===== config.mk =====
export PLATFORM = sky130hd
export DESIGN_NAME = pinbank_ctrl
export DESIGN_NICKNAME = d
export VERILOG_FILES = /design/src/rtl/pinbank_pkg.sv /design/src/rtl/pinbank_sync.sv /design/src/rtl/pinbank_cfg.sv /design/src/rtl/pinbank_irq.sv /design/src/rtl/pinbank_ctrl.sv
export SDC_FILE = /design/constraint.sdc
export NUM_CORES = 1
export LEC_CHECK = 0
export BUFFER_PORTS_ARGS = -buffer_cell sky130_fd_sc_hd__buf_2
export CAP_MARGIN = 15
export CORE_UTILIZATION = 30
export DETAILED_ROUTE_END_ITERATION = 10
export PLACE_DENSITY_LB_ADDON = 0.1
export SLEW_MARGIN = 10
export SYNTH_ARGS = -nofsm -noshare
export SYNTH_HDL_FRONTEND = slang
export SYNTH_SLANG_ARGS = --single-unit

===== constraint.sdc =====
create_clock -name clk -period 1.8 [get_ports clk]
set_clock_uncertainty 0.2 [all_clocks]
set_input_delay 0.18 -clock clk [delete_from_list [all_inputs] [get_ports clk]]
set_output_delay 0.18 -clock clk [all_outputs]
set_load 0.005 [all_outputs]

===== src/rtl/pinbank_pkg.sv =====
package pinbank_pkg;
  localparam int ADDR_W      = 8;
  localparam int DATA_W      = 8;
  localparam int CTLO_W      = 6;
  localparam int BANK_STRIDE = 16;

  localparam logic [ADDR_W-1:0] PEND_BASE  = 8'h0B;
  localparam logic [ADDR_W-1:0] MASK_BASE  = 8'h19;
  localparam logic [ADDR_W-1:0] MASK2_BASE = 8'h1B;
  localparam logic [ADDR_W-1:0] CTLO_BASE  = 8'h2B;
  localparam logic [ADDR_W-1:0] CTLI_BASE  = 8'h33;

  localparam logic [CTLO_W-1:0] CTLO_RST = 6'h0A;

  // output-byte field positions
  localparam int OB_VAL  = 0;
  localparam int OB_PSEL = 1;
  localparam int OB_PEN  = 3;
  localparam int OB_OD   = 4;
  localparam int OB_DIR  = 5;

  typedef enum logic [1:0] {
    EDGE_NONE = 2'b00,
    EDGE_FALL = 2'b01,
    EDGE_RISE = 2'b10,
    EDGE_BOTH = 2'b11
  } edge_sel_e;

  function automatic logic [ADDR_W-1:0] ctlo_addr(input int pin, input int bank_w);
    return ADDR_W'(int'(CTLO_BASE) + (pin / bank_w) * BANK_STRIDE + (pin % bank_w));
  endfunction

  function automatic logic [ADDR_W-1:0] ctli_addr(input int pin, input int bank_w);
    return ADDR_W'(int'(CTLI_BASE) + (pin / bank_w) * BANK_STRIDE + (pin % bank_w));
  endfunction

  function automatic logic [ADDR_W-1:0] bank_addr(input logic [ADDR_W-1:0] base, input int bank);
    return ADDR_W'(int'(base) + bank);
  endfunction
endpackage


===== src/rtl/pinbank_sync.sv =====
module pinbank_sync #(
  parameter int W = 16
) (
  input  logic         clk,
  input  logic         rst_n,
  input  logic [W-1:0] pin_i,
  output logic [W-1:0] level_o,
  output logic [W-1:0] rise_o,
  output logic [W-1:0] fall_o
);
  logic [W-1:0] meta_q, stable_q, prev_q;

  always_ff @(posedge clk or negedge rst_n) begin
    if (!rst_n) begin
      meta_q   <= '0;
      stable_q <= '0;
      prev_q   <= '0;
    end else begin
      meta_q   <= pin_i;
      stable_q <= meta_q;
      prev_q   <= stable_q;
    end
  end

  assign level_o = stable_q;
  assign rise_o  = stable_q & ~prev_q;
  assign fall_o  = ~stable_q & prev_q;
endmodule


===== src/rtl/pinbank_cfg.sv =====
module pinbank_cfg
  import pinbank_pkg::*;
#(
  parameter int BANKS  = 2,
  parameter int BANK_W = 8,
  localparam int NPINS = BANKS * BANK_W
) (
  input  logic                          clk,
  input  logic                          rst_n,
  input  logic                          wr_en,
  input  logic [ADDR_W-1:0]             addr,
  input  logic [CTLO_W-1:0]             wdata,
  output logic [NPINS-1:0][CTLO_W-1:0]  ctlo_o,
  output logic [NPINS-1:0][1:0]         esel_o
);
  for (genvar p = 0; p < NPINS; p++) begin : g_pin
    localparam logic [ADDR_W-1:0] A_OUT = ctlo_addr(p, BANK_W);
    localparam logic [ADDR_W-1:0] A_IN  = ctli_addr(p, BANK_W);
    logic [CTLO_W-1:0] ctlo_q;
    logic [1:0]        esel_q;

    always_ff @(posedge clk or negedge rst_n) begin
      if (!rst_n) begin
        ctlo_q <= CTLO_RST;
        esel_q <= EDGE_NONE;
      end else if (wr_en) begin
        if (addr == A_OUT) ctlo_q <= wdata;
        if (addr == A_IN)  esel_q <= wdata[2:1];
      end
    end

    assign ctlo_o[p] = ctlo_q;
    assign esel_o[p] = esel_q;
  end
endmodule


===== src/rtl/pinbank_irq.sv =====
module pinbank_irq
  import pinbank_pkg::*;
#(
  parameter int BANKS  = 2,
  parameter int BANK_W = 8,
  localparam int NPINS = BANKS * BANK_W
) (
  input  logic                  clk,
  input  logic                  rst_n,
  input  logic                  wr_en,
  input  logic [ADDR_W-1:0]     addr,
  input  logic [DATA_W-1:0]     wdata,
  input  logic [NPINS-1:0]      rise_i,
  input  logic [NPINS-1:0]      fall_i,
  input  logic [NPINS-1:0][1:0] esel_i,
  output logic [NPINS-1:0]      pend_o,
  output logic [NPINS-1:0]      mask_o,
  output logic [NPINS-1:0]      mask2_o,
  output logic                  irq_o
);
  logic [NPINS-1:0] hit;

  always_comb begin
    hit = '0;
    for (int p = 0; p < NPINS; p++) begin
      case (edge_sel_e'(esel_i[p]))
        EDGE_FALL: hit[p] = fall_i[p];
        EDGE_RISE: hit[p] = rise_i[p];
        EDGE_BOTH: hit[p] = rise_i[p] | fall_i[p];
        default:   hit[p] = 1'b0;
      endcase
    end
  end

  for (genvar b = 0; b < BANKS; b++) begin : g_bank
    localparam logic [ADDR_W-1:0] A_PEND  = bank_addr(PEND_BASE, b);
    localparam logic [ADDR_W-1:0] A_MASK  = bank_addr(MASK_BASE, b);
    localparam logic [ADDR_W-1:0] A_MASK2 = bank_addr(MASK2_BASE, b);
    logic [BANK_W-1:0] pend_q, mask_q, mask2_q, clr;

    assign clr = (wr_en && addr == A_PEND) ? wdata[BANK_W-1:0] : '0;

    always_ff @(posedge clk or negedge rst_n) begin
      if (!rst_n) begin
        pend_q  <= '0;
        mask_q  <= '0;
        mask2_q <= '0;
      end else begin
        // new edges win over a simultaneous clear
        pend_q <= (pend_q & ~clr) | hit[b*BANK_W +: BANK_W];
        if (wr_en && addr == A_MASK)  mask_q  <= wdata[BANK_W-1:0];
        if (wr_en && addr == A_MASK2) mask2_q <= wdata[BANK_W-1:0];
      end
    end

    assign pend_o[b*BANK_W +: BANK_W]  = pend_q;
    assign mask_o[b*BANK_W +: BANK_W]  = mask_q;
    assign mask2_o[b*BANK_W +: BANK_W] = mask2_q;
  end

  assign irq_o = |(pend_o & ~mask_o);
endmodule


===== src/rtl/pinbank_ctrl.sv =====
module pinbank_ctrl
  import pinbank_pkg::*;
#(
  parameter int BANKS  = 2,
  parameter int BANK_W = 8,
  localparam int NPINS = BANKS * BANK_W
) (
  input  logic                 clk,
  input  logic                 rst_n,
  input  logic [ADDR_W-1:0]    addr,
  input  logic [DATA_W-1:0]    wdata,
  input  logic                 wr_en,
  input  logic                 rd_en,
  output logic [DATA_W-1:0]    rdata,
  input  logic [NPINS-1:0]     pin_in,
  output logic [NPINS-1:0]     pin_out,
  output logic [NPINS-1:0]     pin_oe,
  output logic [NPINS-1:0]     pin_od,
  output logic [NPINS-1:0]     pull_en,
  output logic [2*NPINS-1:0]   pull_sel,
  output logic                 irq
);
  logic [NPINS-1:0]             level_w, rise_w, fall_w;
  logic [NPINS-1:0][CTLO_W-1:0] ctlo_w;
  logic [NPINS-1:0][1:0]        esel_w;
  logic [NPINS-1:0]             pend_w, mask_w, mask2_w;
  logic [DATA_W-1:0]            rd_val, rdata_q;

  pinbank_sync #(.W(NPINS)) u_sync (
    .clk     (clk),
    .rst_n   (rst_n),
    .pin_i   (pin_in),
    .level_o (level_w),
    .rise_o  (rise_w),
    .fall_o  (fall_w)
  );

  pinbank_cfg #(.BANKS(BANKS), .BANK_W(BANK_W)) u_cfg (
    .clk    (clk),
    .rst_n  (rst_n),
    .wr_en  (wr_en),
    .addr   (addr),
    .wdata  (wdata[CTLO_W-1:0]),
    .ctlo_o (ctlo_w),
    .esel_o (esel_w)
  );

  pinbank_irq #(.BANKS(BANKS), .BANK_W(BANK_W)) u_irq (
    .clk     (clk),
    .rst_n   (rst_n),
    .wr_en   (wr_en),
    .addr    (addr),
    .wdata   (wdata),
    .rise_i  (rise_w),
    .fall_i  (fall_w),
    .esel_i  (esel_w),
    .pend_o  (pend_w),
    .mask_o  (mask_w),
    .mask2_o (mask2_w),
    .irq_o   (irq)
  );

  // read decode: unmapped addresses fall through to zero
  always_comb begin
    rd_val = '0;
    for (int p = 0; p < NPINS; p++) begin
      if (addr == ctlo_addr(p, BANK_W)) rd_val = DATA_W'(ctlo_w[p]);
      if (addr == ctli_addr(p, BANK_W)) rd_val = DATA_W'({esel_w[p], level_w[p]});
    end
    for (int b = 0; b < BANKS; b++) begin
      if (addr == bank_addr(PEND_BASE, b))  rd_val = DATA_W'(pend_w[b*BANK_W +: BANK_W]);
      if (addr == bank_addr(MASK_BASE, b))  rd_val = DATA_W'(mask_w[b*BANK_W +: BANK_W]);
      if (addr == bank_addr(MASK2_BASE, b)) rd_val = DATA_W'(mask2_w[b*BANK_W +: BANK_W]);
    end
  end

  always_ff @(posedge clk or negedge rst_n) begin
    if (!rst_n) rdata_q <= '0;
    else        rdata_q <= rd_en ? rd_val : '0;
  end
  assign rdata = rdata_q;

  for (genvar p = 0; p < NPINS; p++) begin : g_pad
    assign pin_out[p]         = ctlo_w[p][OB_VAL];
    assign pin_oe[p]          = ctlo_w[p][OB_DIR];
    assign pin_od[p]          = ctlo_w[p][OB_OD];
    assign pull_en[p]         = ctlo_w[p][OB_PEN];
    assign pull_sel[2*p +: 2] = ctlo_w[p][OB_PSEL +: 2];
  end
endmodule


# After elaboration in Yosys (flattened, before gate mapping)
# Index checks and enable logic that the tools add are counted.
# totals
regBits	232
wordCells	252
out_inout_bits	105
# op_classes
reduce_logical	39
n_bitwise	28
muxes	57
n_eq_ne	86
# ops
operator	n
8-bit 2-to-1 mux	39
8-bit by 6-bit equality test with 1-bit output, second input constant	21
8-bit by 7-bit equality test with 1-bit output, second input constant	11
2-bit equality test, second input constant	32
2-bit AND reduction	32
16-bit AND	3
16-bit NOT	3
1-bit case mux with 3 select lines	16
2-bit by 1-bit equality test with 1-bit output, second input constant	16
8-bit by 5-bit equality test with 1-bit output, second input constant	4
8-bit AND	2
8-bit by 4-bit equality test with 1-bit output, second input constant	2
8-bit NOT	2
1-bit bitwise OR	16
8-bit bitwise OR	2
16-bit OR reduction	1
6-bit 2-to-1 mux	2
1-bit logical AND	6

# Depth between registers and ports, before layout
# Gate-level depths: netlist of run 1.
# logic_depth
ltp_word	40
mapped_depth	11
mapped_depth_nobuf	7

# Modules after synthesis
# A second synthesis of run 1 with hierarchy kept.
# unflattened
cells_unflattened	971
hier_area_um2	11599.9
# modules_own_cells
mod	area_per_inst_um2	cells_each	instances
pinbank_cfg	5242.5	326	1
pinbank_ctrl	2638.8	391	1
pinbank_irq	2237.1	174	1
pinbank_sync	1481.4	80	1

# Worst setup path after synthesis of run 1
# OpenSTA, ideal clock, no wires.
# synth_path
kind	input to register
startpoint	in addr[6]
endpoint	reg rdata_q[1] (netlist: rdata[1])
setup_time_ps	129
n_path_buf	2
path_slack_ps	-409
path_stages	8
t_arrival_ps	1881
required_ps	1471
path_cell_list	buf_4 > nor4b_4 > and3_1 > buf_2 > a221o_1 > or4b_1 > a211oi_1 > nor4_1
# synth_via
elab_chain_cells	40
elab_cells_between_ends	77
# synth_lines
item	line	text
start, declared	pinbank_ctrl.sv:10	input logic [ADDR_W-1:0] addr,
8-bit by 6-bit equality test with 1-bit output	pinbank_ctrl.sv:67	if (addr == ctlo_addr(p, BANK_W)) rd_val = DATA_W'(ctlo_w[p]);
6-bit 2-to-1 mux	pinbank_ctrl.sv:67	
6-bit 2-to-1 mux	pinbank_ctrl.sv:68	if (addr == ctli_addr(p, BANK_W)) rd_val = DATA_W'({esel_w[p], level_w[p]});
8-bit 2-to-1 mux	pinbank_ctrl.sv:67	
8-bit 2-to-1 mux	pinbank_ctrl.sv:68	
8-bit 2-to-1 mux	pinbank_ctrl.sv:67	
8-bit 2-to-1 mux	pinbank_ctrl.sv:68	
8-bit 2-to-1 mux	pinbank_ctrl.sv:67	
(+24 left out)	-	
8-bit 2-to-1 mux	pinbank_ctrl.sv:68	
8-bit 2-to-1 mux	pinbank_ctrl.sv:71	if (addr == bank_addr(PEND_BASE, b)) rd_val = DATA_W'(pend_w[b*BANK_W +: BANK_W]);
8-bit 2-to-1 mux	pinbank_ctrl.sv:72	if (addr == bank_addr(MASK_BASE, b)) rd_val = DATA_W'(mask_w[b*BANK_W +: BANK_W]);
8-bit 2-to-1 mux	pinbank_ctrl.sv:73	if (addr == bank_addr(MASK2_BASE, b)) rd_val = DATA_W'(mask2_w[b*BANK_W +: BANK_W]);
8-bit 2-to-1 mux	pinbank_ctrl.sv:71	
8-bit 2-to-1 mux	pinbank_ctrl.sv:72	
8-bit 2-to-1 mux *	pinbank_ctrl.sv:73	
8-bit 2-to-1 mux *	pinbank_ctrl.sv:79	else rdata_q <= rd_en ? rd_val : '0;
end signal, assigned	pinbank_ctrl.sv:79	
end, declared	pinbank_ctrl.sv:27	logic [DATA_W-1:0] rd_val, rdata_q;
# Every way passes the cells marked *; elsewhere a longest branch is shown, timed or not.
# A chain may end at the register's enable or synchronous reset.

# Final worst setup path of run 1
# layout_path
startpoint	reg u_irq.g_bank[0].pend_q[0]
endpoint	out irq
# layout_via
elab_chain_cells	2
# layout_lines
item	line	text
start, declared	pinbank_irq.sv:39	logic [BANK_W-1:0] pend_q, mask_q, mask2_q, clr;
start signal, assigned	pinbank_irq.sv:50	pend_q <= (pend_q & ~clr) | hit[b*BANK_W +: BANK_W];
16-bit AND	pinbank_irq.sv:61	assign irq_o = |(pend_o & ~mask_o);
16-bit OR reduction	pinbank_irq.sv:61	
end, declared	pinbank_ctrl.sv:21	output logic irq
# Every way passes these cells.

==> out/results.txt, run 1 <==
fin crit share - 1.25
PnR Total Power - 0.0129 W
slowest library cell on the worst path - dfrtp_1
Async SR Flop Fraction - 1.00
Finished Core Util - 0.444
R2R setup slack - -0.35 ns
CP endpoint kind - output pin
Synth Net Count - 1094
CTS Buf Count - 28
largest net degree at the start of global routing - 47
# setup viols final - 6
Die X - 199 µm
Final #Nets - 1544
DR DRC count - 0
post-synthesis area per instance - 11.4 µm²
initial core utilization - 0.308
Max Root-Sink Buffers - 3
Overflow after GRT - 0
Final Worst Setup Slack - -0.443 ns
routed len/inst - 23.9 µm
wirelength, routed - 48000 µm
Clock transition at path regs - 0.06 ns
Crit Path Category - flop to output pin
fmax - 446 MHz
Worst Tran Pin Value - 0.764 ns
Setup crit start kind - flop
row cnt - 71
Synth Cell Area - 11700 µm²
CTS tree - yes
setup TNS - -1.52 ns
Tmin final - 2.24 ns
hold path start - pin_in[13]
synthesized flop and latch total - 232
max-slew violations - 0
DP Wirelength - 37100 µm
first-pass GRT wire length - 70200 µm
xor and xnor area share after synthesis - 0
Synth Area in Compound Gates - 0.124
max cap viols - 0
Slew headroom - 0.485
Required @ worst endpoint - 1.42 ns
reg2reg start - u_irq.g_bank[1].mask_q[1]
buffers added on ports - 140
most common cell after layout, fill and taps aside - buf_4
main flop type after synthesis - dfrtp_1
Leak - 8.36 nW
PwrDens - 763 nW/µm²
Initial DRC Count - 841
Vias/cell - 5.08
Area growth syn-to-layout - 44.4%
Hold EP - u_sync.meta_q[13]
critical-path cell list - inv_2, o22ai_2, nor4_2, nand3_1, buf_2
layout cells sized above 1 - 0.519
WHS - 0.0603 ns
YS warnings - 0
synth unique cells - 78
Internal Power - 0.00952 W
total iterations of the first detailed-routing run - 5
routed vias - 10200
Post-synth EDFFs - 0
Switch Pwr - 0.00334 W
Simple-Gate Fraction of Synth Area - 0.123
Clk Latency, worst-skew pair - 0.57 ns
Final Wtd Congestion - 0.929
Cells after Synth - 1026
I/O pins - 141
VDD IR max - 687 µV
Hold Path Depth - 2
vias in the first global route - 10400
Root Driver - clkbuf_16
post-synthesis adder-cell area fraction - 0.0343
WP data arrival - 1.86 ns
CORE AREA - 37900 µm²
clk sinks - 232
met3 WL - 1970 µm
clock group share of total power - 0.433
worst hold-check path type - input pin to flop
die area - 39700 µm²
max layer used - met4
switching share of total power - 0.260
most frequent cells in the layout - buf_4, dfrtp_1, mux2_2
failing checks - setup timing
post-synthesis mux area share - 0.172
worst-path maximum fanout - 2
combinational share of power - 0.119
met2 WL - 22900 µm
H-tree depth - 1
outcome - complete, but fails checks
# diodes - 0
final hold violation count - 0
Reg2Reg Depth - 5
initial antenna violation count - 0
M1 WL - 22000 µm
Reg power frac - 0.448
total track usage - 0.245
Slowest Stage Delay on Critical Path - 0.43 ns
RSZ-0062 raised after global routing - yes
largest family of logic cells by synthesized area - multiplexers
register area share after synthesis - 0.501
antenna viol nets, final - 0
die height - 199 µm
r2r endpoint - rdata[1]
## repair_timing
action                                 4_1_cts  5_1_grt
setup buffers                                7       10
endpoints found under the hold margin      278        0
resized for setup                           46       39
setup endpoints to repair                   28       54
gates cloned                                 0        0
pin swaps                                   14       20
hold buffers                                28        0
## worst max-delay path by stage
stage | start | endpoint | slack, ns | depth (start not counted)
2_1_floorplan | addr[4] | rdata[1] | -0.31 | 9
3_3_place_gp | addr[3] | rdata[2] | -0.96 | 8
3_5_place_dp | addr[5] | rdata[5] | -0.95 | 11
4_1_cts | u_irq.g_bank[0].pend_q[0] | irq | -0.41 | 5
5_1_grt | u_irq.g_bank[0].pend_q[0] | irq | -0.49 | 5
6_report | u_irq.g_bank[0].pend_q[0] | irq | -0.44 | 5
## registers in the layout (all words and copies together) (netlist names), 16 cells and up
name	cells
u_sync.level_o	16
u_cfg.g_pin.ctlo_q	96
u_sync.prev_q	16
u_sync.meta_q	16
u_irq.g_bank.pend_q	16
u_irq.g_bank.mask_q	16
u_cfg.g_pin.esel_q	32
u_irq.g_bank.mask2_q	16
## routing by layer
metal,vias up,GRT usage
met3,57,0.0278
li1,4649,-
met2,269,0.408
met4,0,0.0553
met5,-,0
met1,5229,0.340
## worst max-delay path: cells and delay by family (launching register included)
| family | cells | cell delay (ns) |
|---|---|---|
| AO/OA/AOI/OAI | 1 | 0.07 |
| buffers and inverters | 2 | 0.28 |
| flip-flops | 1 | 0.43 |
| AND/OR/NAND/NOR | 2 | 0.52 |
## metrics by stage
stage	instance area (µm²)	worst slack, ns	std cells
after CTS	16600	-0.407	1999
after global placement	15200	-0.963	1912
after detailed placement	15200	-0.955	1912
final	16800	-0.443	2009
after global routing	16800	-0.490	2009
after floorplan	11900	-0.307	1026
## cell type report
class / count / area [µm²]
fillers: 3674 / 21100
flip-flops and latches: 232 / 5850
multi-input cells: 672 / 5690
repair buffers: 480 / 3550
clock buffers: 46 / 830
well taps: 511 / 639
inverters: 62 / 233
clock inverters: 6 / 60.1
## cells in the mapped netlist, drive strengths merged (6+ instances only)
cell    number  area share
mux2i       17       0.015
o22ai       17      0.0091
o211ai      24       0.015
buf         30       0.016
clkbuf      30       0.010
o21ai       32       0.014
nor3        14      0.0078
a21oi       28       0.012
o221ai      13      0.0098
a22oi       22       0.014
nand2b       6      0.0032
a221oi      13       0.011
nand3       25       0.011
dfrtp      200        0.43
nand2      108       0.036
and2         6      0.0032
dfstp       32       0.072
mux2       163        0.16
and3        12      0.0064
a221o        8      0.0069
nor2        48       0.020
nor4b        6      0.0081
ha          32       0.034
nor2b        6      0.0032
inv         62       0.020
## power by group through the flow
stage / registers, W / clock network [W] / logic [W]
6_report: 0.00576 / 0.00557 / 0.00153
5_1_grt: 0.00579 / 0.00589 / 0.00166
4_1_cts: 0.00576 / 0.00569 / 0.00152
3_5_place_dp: 0.00584 / 0 / 0.00143
3_3_place_gp: 0.00585 / 0 / 0.00142
2_1_floorplan: 0.00575 / 0 / 0.000549
## kinds of logic (layout without fill, tap and decap cells)
family	count (synthesis)	after routing
buffers and inverters	122	594
adders and majority gates	32	32
AOI/OAI and AO/OA	199	199
muxes	180	180
DFF	232	232
and+or+nand+nor	261	261
Power figures use the tool's default switching activity.
==> inputs of run 2 (changes only) <==
CELL_PAD_IN_SITES_DETAIL_PLACEMENT = 0   (was not set)
CELL_PAD_IN_SITES_GLOBAL_PLACEMENT = 2   (was not set)
==> out/results.txt, run 2 (synthesis gave the netlist of run 1 again) <==
outcome - complete, but fails checks
failing checks - setup timing
Initial DRC Count - 590 (-30%)
most frequent cells in the layout - buf_4, dfrtp_1, mux2_2
Hold Path Depth - 2 (unchanged)
Vias/cell - 5.04 (-0.68%)
largest net degree at the start of global routing - 45 (-4.3%)
PwrDens - 766 nW/µm² (+0.32%)
Max Root-Sink Buffers - 3 (unchanged)
Final Cell Area - 16900 µm² (about the same)
total iterations of the first detailed-routing run - 5 (unchanged)
first-pass GRT wire length - 71800 µm (+2.4%)
initial antenna violation count - 1 (+1)
final hold violation count - 0 (unchanged)
slowest library cell on the worst path - or4b_4
Largest register FFs - 96 (unchanged)
FILL cells - 3738 (+1.7%)
fmax - 467 MHz (+4.7%)
buffers added on ports - 140 (unchanged)
largest registers - u_cfg.g_pin.ctlo_q: 96 flops, u_cfg.g_pin.esel_q: 32 flops
WP buf/inv - 0 (-2)
Stages on worst setup path - 7 (+2)
antenna viol nets, final - 0 (unchanged)
VDD IR max - 639 µV (-7.0%)
Slew headroom - 0.552 (+0.0676)
Overflow after GRT - 0 (unchanged)
Setup crit start kind - flop
routed vias - 10100 (-0.77%)
Final Worst Setup Slack - -0.343 ns (+0.101 ns)
CORE AREA - 37900 µm² (unchanged)
Root Driver - clkbuf_16
max-slew violations - 0 (unchanged)
worst-path maximum fanout - 2 (unchanged)
Crit Path Category - flop to flop
# setup viols final - 7 (+1)
routed len/inst - 24.1 µm (+1.0%)
Leak - 8.33 nW (-0.38%)
CTS tree - yes
I/O pins - 141 (unchanged)
Clock transition at path regs - 0.06 ns (about the same)
CP endpoint kind - flop
Clk Latency, worst-skew pair - 0.56 ns (about the same)
row cnt - 71 (unchanged)
WP data arrival - 2.38 ns (+0.52 ns)
DR DRC count - 0 (unchanged)
critical-path cell list - mux2i_2, nand3_1, a21oi_2, o221ai_2, or4b_4, a211oi_2, nor4_1
H-tree depth - 1 (unchanged)
DP Wirelength - 37700 µm (+1.7%)
Final #Nets - 1542 (-0.13%)
Final Wtd Congestion - 0.921 (-0.86%)
Slowest Stage Delay on Critical Path - 0.50 ns (+0.07 ns)
Die X - 199 µm (unchanged)
worst hold-check path type - input pin to flop
DP Worst Slack - -0.973 ns (-0.0186 ns)
area of the multi-input gates - 5660 µm² (-0.53%)
Required @ worst endpoint - 2.04 ns (+0.62 ns)
clk sinks - 232 (unchanged)
placed cells - 1912 (unchanged)
WHS - 0.0601 ns (-0.000145 ns)
fin crit share - 1.19 (-0.0560)
layout cells sized above 1 - 0.520 (+0.00104)
max cap viols - 0 (unchanged)
die height - 199 µm (unchanged)
RSZ-0062 raised after global routing - yes
register area - 5850 µm² (unchanged)
Area growth syn-to-layout - 44.4% (about the same)
Reg2Reg Depth - 7 (+2)
family with the most delay on the worst path - simple AND/OR/NAND/NOR gates
wirelength, routed - 48500 µm (+0.90%)
die area - 39700 µm² (unchanged)
total track usage - 0.250 (+0.00512)
Worst Tran Pin Value - 0.672 ns (-0.0917 ns)
Tmin final - 2.14 ns (-0.101 ns)
initial core utilization - 0.308 (unchanged)
register with the most flip-flops - u_cfg.g_pin.ctlo_q
placement-stage cell area - 15200 µm² (+0.25%)
most common cell after layout, fill and taps aside - buf_4
vias in the first global route - 10400 (+0.46%)
CTS Buf Count - 29 (+3.6%)
fin cells - 2007 (-0.10%)
[run 2: cell types whose count changed in the layout (fill, tap and decap cells not counted), moves of 3 or more]
cell	before	now
nand2_2	7	4
a221oi_1	7	4
a221oi_2	5	9
buf_12	13	16
clkbuf_1	13	10
buf_2	132	135
buf_4	293	289
nand2_1	95	98
buf_6	10	5
[run 2: report_power, final]
part | internal, W | switching (W)
registers | 0.00550 | 0.000265
logic | 0.000742 | 0.000781
clock network | 0.00331 | 0.00231
total | 0.00955 | 0.00335
[run 2: final cells by class]
class,instances,share of cell area
sequential,232,0.347
inverter,62,0.0143
clock buffer,44,0.0494
antenna,1,0.000148
tap,511,0.0379
timing repair buffer,477,0.211
clock inverter,8,0.00453
multi-input combinational,672,0.336
[run 2: stage by stage]
stage	TNS [ns]	total power, W	util
3_3_place_gp	-63.82	0.00728	0.402
4_1_cts	-1.43	0.0131	0.438
3_5_place_dp	-64.75	0.00729	0.402
6_report	-1.40	0.0129	0.444
2_1_floorplan	-10.67	0.00630	-
5_1_grt	-1.98	0.0134	0.444
[run 2: what timing repair did]
| item | CTS | global route |
|---|---|---|
| setup endpoints to repair | 8 | 23 |
| pin swaps | 25 | 15 |
| hold buffers | 27 | 0 |
| hold endpoints to repair | 291 | 0 |
| buffers inserted | 6 | 8 |
| cloned | 0 | 1 |
| gates resized for setup | 38 | 35 |
[run 2: metal layers]
layer,GRT usage,wire [µm],share of wire,up-vias
met2,0.416,23000,0.48,247
met3,0.0297,1810,0.037,57
met1,0.349,22700,0.47,5159
met5,0,13,0.00027,-
li1,-,-,-,4660
met4,0.0499,941,0.019,2
[run 2: worst paths after layout]
kind / from / end / slack [ns]
max: u_cfg.g_pin[9].esel_q[0] / rdata[1] / -0.34
min in group asynchronous: rst_n / u_sync.meta_q[6] / 0.49
min reg2reg: u_sync.meta_q[3] / u_sync.level_o[3] / 0.14
min: pin_in[14] / u_sync.meta_q[14] / 0.06
max in group asynchronous: rst_n / u_cfg.g_pin[14].ctlo_q[1] / 0.23
max reg2reg: u_cfg.g_pin[9].esel_q[0] / rdata[1] / -0.34
